File: src/rtl/rdm_pkg.sv
package rdm_pkg;
  localparam int DW         = 32;
  localparam int USED_BIT   = 0;
  localparam int WRAP_BIT   = 1;
  localparam int SOF_BIT    = 14;
  localparam int EOF_BIT    = 15;
  localparam int LEN_W      = 13;
  localparam int DESC_BYTES = 8;
  localparam int STAT_OFS   = 4;

  typedef enum logic [2:0] {
    S_IDLE, S_FETCH, S_WAIT, S_FILL, S_WSTAT, S_WADDR, S_DROP
  } rdm_state_t;

  function automatic logic [DW-1:0] mk_status(input logic first, input logic last,
                                              input logic [LEN_W-1:0] len);
    logic [DW-1:0] s;
    s = '0;
    s[SOF_BIT] = first;
    if (last) begin
      s[EOF_BIT]     = 1'b1;
      s[LEN_W-1:0]   = len;
    end
    return s;
  endfunction
endpackage

File: src/rtl/rdm_qptr.sv
module rdm_qptr #(
  parameter int AW   = 32,
  parameter int STEP = 8
) (
  input  logic          clk,
  input  logic          rst_n,
  input  logic [AW-1:0] base,
  input  logic          advance,
  input  logic          wrap,
  output logic [AW-1:0] ptr
);
  localparam int ALN = $clog2(STEP);

  logic          started;
  logic [AW-1:0] cur;
  logic [AW-1:0] base_al;

  assign base_al = {base[AW-1:ALN], {ALN{1'b0}}};
  assign ptr     = started ? cur : base_al;

  always_ff @(posedge clk) begin
    if (!rst_n) begin
      started <= 1'b0;
      cur     <= '0;
    end else if (advance) begin
      started <= 1'b1;
      cur     <= wrap ? base_al : ptr + AW'(STEP);
    end
  end
endmodule

File: src/rtl/rdm_acct.sv
module rdm_acct #(
  parameter int UNIT_W    = 8,
  parameter int UNIT_LOG2 = 6,
  parameter int AW        = 32
) (
  input  logic              clk,
  input  logic              rst_n,
  input  logic              load,
  input  logic              first,
  input  logic [1:0]        offset,
  input  logic [UNIT_W-1:0] units,
  input  logic [AW-1:0]     start,
  input  logic              inc,
  output logic              last_slot,
  output logic [AW-1:0]     addr
);
  localparam int CNT_W = UNIT_W + 1 + UNIT_LOG2;

  logic [UNIT_W:0]    u_eff;
  logic [CNT_W-1:0]   size;
  logic [CNT_W-1:0]   skip;
  logic [CNT_W-1:0]   cap;
  logic [CNT_W-1:0]   fill;
  logic [AW-1:0]      base;

  always_comb begin
    u_eff = (units == '0) ? {1'b1, {UNIT_W{1'b0}}} : {1'b0, units};
    size  = {u_eff, {UNIT_LOG2{1'b0}}};
    skip  = first ? CNT_W'(offset) : '0;
  end

  always_ff @(posedge clk) begin
    if (!rst_n) begin
      cap  <= '0;
      fill <= '0;
      base <= '0;
    end else if (load) begin
      cap  <= size - skip;
      fill <= '0;
      base <= start + AW'(skip);
    end else if (inc) begin
      fill <= fill + 1'b1;
    end
  end

  assign last_slot = (fill + 1'b1) == cap;
  assign addr      = base + AW'(fill);
endmodule

File: src/rtl/rx_desc_mgr.sv
module rx_desc_mgr
  import rdm_pkg::*;
#(
  parameter int UNIT_W    = 8,
  parameter int UNIT_LOG2 = 6
) (
  input  logic              clk,
  input  logic              rst_n,
  input  logic [DW-1:0]     cfg_ring_base,
  input  logic [UNIT_W-1:0] cfg_buf_units,
  input  logic [1:0]        cfg_rx_offset,
  input  logic              in_valid,
  output logic              in_ready,
  input  logic              in_last,
  output logic [DW-1:0]     byte_addr,
  output logic              mem_req_valid,
  input  logic              mem_req_ready,
  output logic              mem_req_write,
  output logic [DW-1:0]     mem_req_addr,
  output logic [DW-1:0]     mem_req_wdata,
  input  logic              mem_rsp_valid,
  input  logic [DW-1:0]     mem_rsp_data,
  output logic              frame_done,
  output logic              buf_unavail
);
  rdm_state_t        state, state_n;
  logic [DW-3:0]     buf_word;
  logic              buf_wrap;
  logic              first_buf;
  logic              is_final;
  logic [LEN_W-1:0]  flen;
  logic              done_q, bna_q;

  logic [DW-1:0]     qptr;
  logic              q_adv;
  logic              acct_load, acct_inc, acct_last;
  logic              accept, fetch_ok, fetch_used;

  assign accept     = in_valid && in_ready;
  assign fetch_ok   = (state == S_WAIT) && mem_rsp_valid && !mem_rsp_data[USED_BIT];
  assign fetch_used = (state == S_WAIT) && mem_rsp_valid &&  mem_rsp_data[USED_BIT];
  assign acct_load  = fetch_ok;
  assign acct_inc   = (state == S_FILL) && in_valid;
  assign q_adv      = (state == S_WADDR) && mem_req_ready;

  rdm_qptr #(.AW(DW), .STEP(DESC_BYTES)) u_qptr (
    .clk     (clk),
    .rst_n   (rst_n),
    .base    (cfg_ring_base),
    .advance (q_adv),
    .wrap    (buf_wrap),
    .ptr     (qptr)
  );

  rdm_acct #(.UNIT_W(UNIT_W), .UNIT_LOG2(UNIT_LOG2), .AW(DW)) u_acct (
    .clk       (clk),
    .rst_n     (rst_n),
    .load      (acct_load),
    .first     (first_buf),
    .offset    (cfg_rx_offset),
    .units     (cfg_buf_units),
    .start     ({mem_rsp_data[DW-1:2], 2'b00}),
    .inc       (acct_inc),
    .last_slot (acct_last),
    .addr      (byte_addr)
  );

  assign in_ready = (state == S_FILL) || (state == S_DROP);

  always_comb begin
    mem_req_valid = 1'b0;
    mem_req_write = 1'b0;
    mem_req_addr  = qptr;
    mem_req_wdata = {buf_word, buf_wrap, 1'b1};
    unique case (state)
      S_FETCH: mem_req_valid = 1'b1;
      S_WSTAT: begin
        mem_req_valid = 1'b1;
        mem_req_write = 1'b1;
        mem_req_addr  = qptr + DW'(STAT_OFS);
        mem_req_wdata = mk_status(first_buf, is_final, flen);
      end
      S_WADDR: begin
        mem_req_valid = 1'b1;
        mem_req_write = 1'b1;
      end
      default: ;
    endcase
  end

  always_comb begin
    state_n = state;
    unique case (state)
      S_IDLE:  if (in_valid) state_n = S_FETCH;
      S_FETCH: if (mem_req_ready) state_n = S_WAIT;
      S_WAIT: begin
        if (fetch_ok)        state_n = S_FILL;
        else if (fetch_used) state_n = S_DROP;
      end
      S_FILL:  if (accept && (in_last || acct_last)) state_n = S_WSTAT;
      S_WSTAT: if (mem_req_ready) state_n = S_WADDR;
      S_WADDR: if (mem_req_ready) state_n = is_final ? S_IDLE : S_FETCH;
      S_DROP:  if (accept && in_last) state_n = S_IDLE;
      default: state_n = S_IDLE;
    endcase
  end

  always_ff @(posedge clk) begin
    if (!rst_n) begin
      state     <= S_IDLE;
      buf_word  <= '0;
      buf_wrap  <= 1'b0;
      first_buf <= 1'b1;
      is_final  <= 1'b0;
      flen      <= '0;
      done_q    <= 1'b0;
      bna_q     <= 1'b0;
    end else begin
      state  <= state_n;
      done_q <= q_adv && is_final;
      bna_q  <= fetch_used;
      if (state == S_IDLE && in_valid) begin
        first_buf <= 1'b1;
        flen      <= '0;
      end
      if (fetch_ok) begin
        buf_word <= mem_rsp_data[DW-1:2];
        buf_wrap <= mem_rsp_data[WRAP_BIT];
      end
      if (state == S_FILL && accept) begin
        flen     <= flen + 1'b1;
        is_final <= in_last;
      end
      if (q_adv) first_buf <= 1'b0;
    end
  end

  assign frame_done  = done_q;
  assign buf_unavail = bna_q;
endmodule

File: config.mk
export PLATFORM = sky130hd
export DESIGN_NAME = rx_desc_mgr
export DESIGN_NICKNAME = d
export VERILOG_FILES = /design/src/rtl/rdm_pkg.sv /design/src/rtl/rdm_qptr.sv /design/src/rtl/rdm_acct.sv /design/src/rtl/rx_desc_mgr.sv
export SDC_FILE = /design/constraint.sdc
export NUM_CORES = 1
export LEC_CHECK = 0
export BUFFER_PORTS_ARGS = -buffer_cell sky130_fd_sc_hd__buf_2
export CAP_MARGIN = 20
export CELL_PAD_IN_SITES_DETAIL_PLACEMENT = 1
export CELL_PAD_IN_SITES_GLOBAL_PLACEMENT = 2
export CORE_MARGIN = 4
export CORE_UTILIZATION = 32
export DETAILED_ROUTE_END_ITERATION = 10
export GPL_TIMING_DRIVEN = 0
export PLACE_DENSITY = 0.88
export RECOVER_POWER = 25
export SYNTH_ARGS = -nofsm -noshare
export SYNTH_HDL_FRONTEND = slang
export SYNTH_SLANG_ARGS = --single-unit
File: constraint.sdc
create_clock -name clk -period 3.8 [get_ports clk]
set_input_delay 0 -clock clk [delete_from_list [all_inputs] [get_ports clk]]
set_output_delay 0 -clock clk [all_outputs]
set_load 0.05 [all_outputs]
* After elaboration in Yosys (flattened, before gate mapping)
Cells that the tools add are included.
** Operators by class
- $add $sub $neg :: 7
- $mul :: 0
- Div/mod/pow operators :: 0
- Magnitude comparators :: 0
- Equal/unequal tests :: 14
- Shift-type cells :: 0
- Muxes and demuxes :: 24
- Bitwise logic cells :: 1
- Reductions and logical operators :: 22
** Operators by type and width (number)
- $mux 32 :: 4
- $add 32x15->32 :: 2
- $mux 13 :: 3
- $add 32x3->32 const B :: 1
- $add 32x4->32 const B :: 1
- $mux 3 :: 8
- $pmux 3 s7 :: 1
- $add 15x1->15 const B :: 1
- $eq 15x15->1 :: 1
- $sub 15x15->15 :: 1
- $add 13x1->13 const B :: 1
- $logic_and 1x1->1 :: 11
- $eq 3x3->1 const B :: 3
- $mux 9 :: 1
- $logic_not 8->1 :: 1
- $ne 2x2->1 const B :: 4
- $reduce_and 7->1 :: 1
- $eq 3x2->1 const B :: 2
- $mux 1 :: 6
- $ne 2x1->1 const B :: 2
- $reduce_bool 2->1 :: 2
- $reduce_or 2->1 :: 2
- $eq 3x1->1 const B :: 1
- $logic_not 3->1 :: 1
- other kinds (6) :: 7
** Storage, ports and cells
- Register bits after elaboration :: 146
- Latch bits :: 0
- Memory bits (writable) :: 0
- ROM bits :: 0
- Input port bits :: 80
- Output and inout port bits :: 101
- Word-level logic and storage cells :: 81
- Memories :: 0

* Depth between registers and ports, before layout
Gate-level depths: netlist (run 1).
- Depth after elaboration :: 6
- Gate-level depth with buffers :: 15

* Cells and area by module
A second synthesis (run 1) with hierarchy kept.
** Unflattened totals
- Cells, all modules :: 1330
- Area, all modules :: 10303.6 um2
** By module, submodules not included
- rdm_acct :: instances 1, cells an instance 576, area each 4496.8 um2, seq. area each 1181.1 um2
- rx_desc_mgr :: instances 1, cells an instance 420, area each 3181.8 um2, seq. area each 1021.0 um2
- rdm_qptr :: instances 1, cells an instance 334, area each 2625.0 um2, seq. area each 660.6 um2

* Worst setup path after synthesis (run 1)
No wires, ideal clock.
- Kind :: flip-flop to output port
- Start :: register u_qptr.started
- End :: output port mem_req_addr[21]
- Arrival time :: 3.708 ns
- Data required time :: 3.800 ns
- Slack :: 0.092 ns
- Cell stages (with the launch flop) :: 16
- Buffers on the path :: 6
- Path through :: dfxtp_1 buf_6 buf_6 buf_4 buf_2 buf_2 buf_2 mux2_2 ha_1 inv_1 a2111oi_4 and3_1 nand3_1 nor3_2 nand3_1 xnor2_1
** Between the ends
- Longest elaborated chain between the ends :: 3
** RTL lines
- from (decl) :: line rdm_qptr.sv:14 : logic started;
- from (signal assigned) :: line rdm_qptr.sv:23 : started <= 1'b0;
- from (signal assigned) :: line rdm_qptr.sv:26 : started <= 1'b1;
- $mux 32 * :: line rdm_qptr.sv:19 : assign ptr = started ? cur : base_al;
- $add 32x3->32 :: line rx_desc_mgr.sv:80 : mem_req_addr = qptr + DW'(STAT_OFS);
- $mux 32 * :: line rx_desc_mgr.sv:75 : unique case (state)
- to (decl) :: line rx_desc_mgr.sv:19 : output logic [DW-1:0] mem_req_addr,
Every way passes the cells marked *; elsewhere a longest branch is shown, timed or not.

* Worst setup path in the final report (run 1)
- Start :: register u_qptr.started
- End :: output port mem_req_addr[27]
Same word-level chain as after synthesis.

==> results of run 1 <==
area by class of cell:
type | instances | area, um^2
clock buffer | 9 | 225
sequential | 112 | 2240
timing repair buffer | 219 | 1310
clock inverter | 7 | 62.6
inverter | 26 | 97.6
fill | 3449 | 16200
tap | 341 | 427
buffer | 71 | 375
multi-input combinational | 963 | 6120
final timing paths:
kind	from	end	slack, ps	cells after the start
worst max register to register	u_qptr.started	u_qptr.cur[25]	460	13
worst min register to register	u_qptr.cur[1]	u_qptr.cur[1]	450	2
worst min-delay path	cfg_buf_units[6]	u_acct.cap[14]	6	4
worst max-delay path	u_qptr.started	mem_req_addr[27]	140	14
cell usage in the layout, fill, tap and decap left out, drive strengths merged, types with 6 or more instances in the layout:
cell | netlist | final
a31oi | 11 | 11
xor2 | 45 | 45
dfxtp | 112 | 112
nor3 | 41 | 41
and2 | 26 | 26
nor2b | 14 | 14
or3 | 6 | 6
nor2 | 98 | 98
nand4 | 28 | 28
nand2b | 13 | 13
a211oi | 9 | 9
o211ai | 16 | 16
inv | 26 | 29
o21ai | 50 | 50
mux2i | 38 | 38
a21boi | 42 | 42
mux2 | 7 | 7
nand2 | 186 | 186
xnor2 | 48 | 48
buf | 21 | 182
nand3b | 21 | 21
o211a | 12 | 12
a32oi | 13 | 13
a21o | 6 | 6
ha | 21 | 21
a21oi | 57 | 57
and3 | 20 | 20
nand3 | 70 | 70
dlygate4sd3 | 1 | 39
clkbuf | 51 | 77
worst max-delay path, cell delays in order (launching register included):
cell,delay (ps)
dfxtp_1,340
buf_6,200
buf_12,180
buf_6,190
buf_6,190
mux2_2,200
ha_2,240
inv_1,120
a21oi_1,180
nand4_2,330
nor2_4,250
nand4_1,130
xor2_1,170
o21bai_1,240
buf_2,320
routing by layer:
layer / routed length, um / vias to the layer above
met5: 7 / -
met4: 669 / 2
met3: 2120 / 49
met2: 16900 / 304
met1: 16500 / 4819
li1: - / 4637
logic make-up (layout without fill, tap and decap cells):
family                     Yosys count  count (layout)
muxes                               45              45
DFF                                112             112
xor gates and xnor gates            93              93
buffers and inverters               99             332
AOI/OAI and AO/OA                  253             253
adders and majority gates           22              22
and+or+nand+nor                    550             550
power breakdown:
group | total (uW) | internal, uW | leakage [uW] | switching [uW]
logic | 672 | 207 | 0.00337 | 464
registers | 1230 | 1200 | 0.000902 | 30.0
clock network | 982 | 460 | 0.000139 | 522
total | 2880 | 1860 | 0.00442 | 1020
per-stage QoR:
stage	setup slack (ps)	cell area (um^2)	hold slack (ps)	util, %
after floorplan	91.8	8800	145	-
after global placement	-689	10100	265	37.4
after detailed placement	-759	10100	274	37.4
after CTS	34.1	10900	1.39	40.2
after global routing	-10.2	10900	9.34	40.2
final	139	10900	6.17	40.2
registers in the layout, summed over array words and instances, names as in the netlist:
name / cells
state: 3
buf_wrap: 1
first_buf: 1
flen: 13
u_qptr.cur: 32
is_final: 1
u_acct.base: 2
buf_unavail: 1
buf_word: 30
u_qptr.started: 1
frame_done: 1
u_acct.cap: 11
u_acct.fill: 15
what timing repair did:
| action | CTS | global route |
|---|---|---|
| endpoints found under the hold margin | 38 | 0 |
| buffers inserted | 1 | 2 |
| setup endpoints to repair | 26 | 8 |
| pin swaps | 2 | 3 |
| cloned | 1 | 0 |
| hold buffers | 38 | 0 |
| resized for setup | 14 | 5 |
==> metrics.cfg, run 1 <==
[clock_network]
cts.sink_count = 112
cts_inserted_buffers = 9
clkSlewWorstSetupHoldPaths_ps = 80
root_buffer = clkbuf_16
cts.htree.levels = 3
cts_tree = built
clk_latency_ps = 370
clockBufferDepth = 2

[sta]
rsz0062_at_grt = yes
min_period_ps = 3660
tns_ps = 0
setup_violations = 0
finalCritPeriodShare_pct = 96.3
maxSlewViolCount = 0
final_hold_viol_count = 0
tightest_slew_ps = 1060
max_freq_ghz = 0.273
skew_ps = 17.4
slew_headroom_pct = 29.3

[synthesis]
synthCells = 1174
synthFlopType = dfxtp_1
syn_nets = 1276
synth_top_family_by_area = simple AND/OR/NAND/NOR gates
yosysTopAreaCell = dfxtp_1
synth.area.top_cells = dfxtp_1 25%, nand2_1 7.9%, xnor2_1 4.8%
synth-compound-area-share_pct = 20.1
muxShareOfSynthArea_pct = 5.22
ys_types = 80
ys_seq_area_share_pct = 25.5
async_reset_ff_share_pct = 0
syn-cell-area_um2 = 8800
ys_top_cells_by_count = 185 x nand2_1, 112 x dfxtp_1, 97 x nor2_1, 68 x nand3_1, 55 x a21oi_1
synth_seq_cells = 112
synth_edf_count = 0
yosysWarnings = 0
yosysMostFrequentCell = nand2_1
yosys.area_share.simple_pct = 31.3
syn_avg_cell_area_um2 = 7.49
synth-xor-area-share_pct = 9.26
synthAdderAreaFrac_pct = 3.21
netlist.area_leader.share_pct = 25.5

[drt]
first_pass_iters = 5
drt_iter0_markers = 662
num_vias = 9811
drc = 0
vias_per_cell = 5.61
routed_wl_um = 36200
ant_nets = 0
avgRoutedWirePerCell_um = 20.7

[cells_and_area]
synthToLayoutAreaGrowth_pct = 23.5
final_layout_size_suffix_gt1_share_pct = 17.1
antennaDiodeCount = 0
nets = 1504
instances_no_fill = 1748

[floorplan]
die_h_um = 174
die_area_um2 = 30200
dieWidth_um = 174
fp-row-count = 60
ios = 181
coreArea_um2 = 27000
initial_core_util_pct = 32.5

[setup_path]
worstPathArrival_ps = 3660
start_kind = flop
crit_fanout = 14
worst-setup-path-type = flop to primary output
critical_path_required_ps = 3800
end_kind = primary output

[grt]
grt_max_degree = 21
gr-usage-met2_pct = 38.8
antenna_found_initial = 1
use_met1_pct = 31.1
grt_pass1_wl_um = 56700
grt_overflow_total = 0
grt_pass1_vias = 10000
grtUsageTotal_pct = 23.2
grt_util_met3_pct = 3.51
grt.busiest_layer = met2

[status]
outcome = finished, final reports clean

[job]
maxCapViolations = 0

[place]
dp.cells = 1692
gp_congestion = 0.949
dpl.hpwl_um = 28000
numPortBuffers = 177

[power_and_ir_drop]
ir_drop_v = 0.000193
power_density_nw_per_um2 = 265
p_leak_uw = 0.00442
p_total_uw = 2880

[hold_path]
hp-class = input pin to flop

(Power assumes the default switching activity.)
==> run 2, diff against run 1 <==
CELL_PAD_IN_SITES_DETAIL_PLACEMENT = 0   (was 1)
CELL_PAD_IN_SITES_GLOBAL_PLACEMENT = 1   (was 2)
CORE_UTILIZATION = 41   (was 32)
==> run 2 against run 1 <==
  * Core utilization grew 11 points
  * Maximum frequency grew 2.9%
  * Non-clock buffer count is the same
  * Wire length shrank 12%
  * Largest power group unchanged
==> metrics.cfg, run 2 (synthesized netlist as in run 1, its figures left out) <==
[status]
outcome = finished, final reports clean

[clock_network]
cts_inserted_buffers = 9
clockBufferDepth = 2
clk_latency_ps = 370
cts_tree = built
root_buffer = clkbuf_16
cts.htree.levels = 3
clkSlewWorstSetupHoldPaths_ps = 80
cts.sink_count = 112

[sta]
rsz0062_at_grt = no
finalCritPeriodShare_pct = 93.6
min_period_ps = 3560
slew_headroom_pct = 26.6
tightest_slew_ps = 1100
skew_ps = 9.03
final_hold_viol_count = 0
maxSlewViolCount = 0
setup_violations = 0
max_freq_ghz = 0.281

[setup_path]
end_kind = primary output
worst-setup-path-type = flop to primary output
start_kind = flop
r2r_setup_slack_ps = 780
critical_path_required_ps = 3800
worstPathArrival_ps = 3560
crit_fanout = 6

[cells_and_area]
largest_register_ffs = 32
layout.filler_cells = 2103
regArea_um2 = 2240
synthToLayoutAreaGrowth_pct = 22.2
nets = 1504
multi_input_area_um2 = 6100
final_common_cell = nand2_1
largest_register = u_qptr.cur
final_layout_size_suffix_gt1_share_pct = 16.7
instances_no_fill = 1685
finish.utilization_pct = 51.0
reg_top3 = u_qptr.cur x32, buf_word x30, u_acct.fill x15
final_cell_mix = 185 x nand2_1, 164 x buf_2, 112 x dfxtp_1

[power_and_ir_drop]
ir_drop_v = 0.000219
power_density_nw_per_um2 = 266
p_total_uw = 2860
p_leak_uw = 0.00438

[place]
dp.cells = 1626
numPortBuffers = 177
dpl.hpwl_um = 24500
gp_congestion = 0.972

[drt]
num_vias = 9718
ant_nets = 0
vias_per_cell = 5.77
avgRoutedWirePerCell_um = 19.0
first_pass_iters = 5
routed_wl_um = 32000
drt_iter0_markers = 840
drc = 0

[hold_path]
hp-class = input pin to flop

[grt]
grt_overflow_total = 0
antenna_found_initial = 2
grt_pass1_vias = 9251
grtUsageTotal_pct = 26.0
grt_pass1_wl_um = 50000
grt_max_degree = 38

[job]
maxCapViolations = 0

[floorplan]
initial_core_util_pct = 41.7
ios = 181
coreArea_um2 = 21100
dieWidth_um = 154
die_h_um = 154
fp-row-count = 53
die_area_um2 = 23900

-- run 2: cell count changes in the layout (fill, tap and decap cells not counted), sizes merged --
cell	delta
diode	+3
bufbuf	-1
inv	-1
clkinvlp	+1
dlygate4sd3	+5
buf	-4
-- run 2: worst paths after layout --
kind | depth (start not counted) | end | startpoint
setup / recovery | 9 | byte_addr[23] | buf_word[0]
setup reg to reg | 8 | u_qptr.cur[30] | state[2]
hold / removal | 4 | u_qptr.cur[26] | cfg_ring_base[26]
hold reg to reg | 2 | u_qptr.cur[1] | u_qptr.cur[1]
-- run 2: cell type report --
class / count / area share [%]
clock buffer: 9 / 2.10
tap: 275 / 3.20
antenna: 3 / 0.0699
clock inverter: 7 / 0.512
timing repair buffer: 221 / 12.3
multi-input combinational: 963 / 56.8
sequential: 112 / 20.9
inverter: 26 / 0.908
buffer: 69 / 3.28
-- run 2: what timing repair did --
item,CTS,global route
endpoints found under the hold margin,41,0
gates resized for setup,4,11
hold buffers,43,0
buffers inserted,1,0
pin swaps,1,1
setup endpoints to repair,24,7
-- run 2: metrics by stage --
stage | instance area (um^2) | setup slack, ps | setup TNS [ps] | hold slack (ps)
after floorplan | 8800 | 91.8 | 0 | 145
after global placement | 10000 | -590 | -4790 | 257
after detailed placement | 10000 | -567 | -4590 | 263
after CTS | 10700 | 2.30 | 0 | 0.666
after global routing | 10700 | 98.7 | 0 | 17.0
final | 10700 | 242 | 0 | 7.96
-- run 2: report_power, final --
| part | switching, uW | internal, uW | total, uW |
|---|---|---|---|
| combinational | 455 | 210 | 666 |
| sequential | 29.2 | 1200 | 1230 |
| clock | 511 | 453 | 965 |
| total | 996 | 1860 | 2860 |
-- run 2: critical path, stage by stage (launching register included) --
cell     delay [ps]
dfxtp_1         380
ha_1            380
o21ai_0         110
o21ai_0         320
a31oi_1         190
o21ai_0         830
nand2_1         300
nor3_1          240
xnor2_1         150
buf_2           280
-- run 2: metal layers --
metal / vias to the layer above / track usage (%) / wire length, um
met5: - / 0 / 0
met1: 4538 / 33.2 / 13400
met4: 0 / 10.2 / 1140
li1: 4645 / - / -
met2: 438 / 44.4 / 15200
met3: 97 / 3.50 / 2300
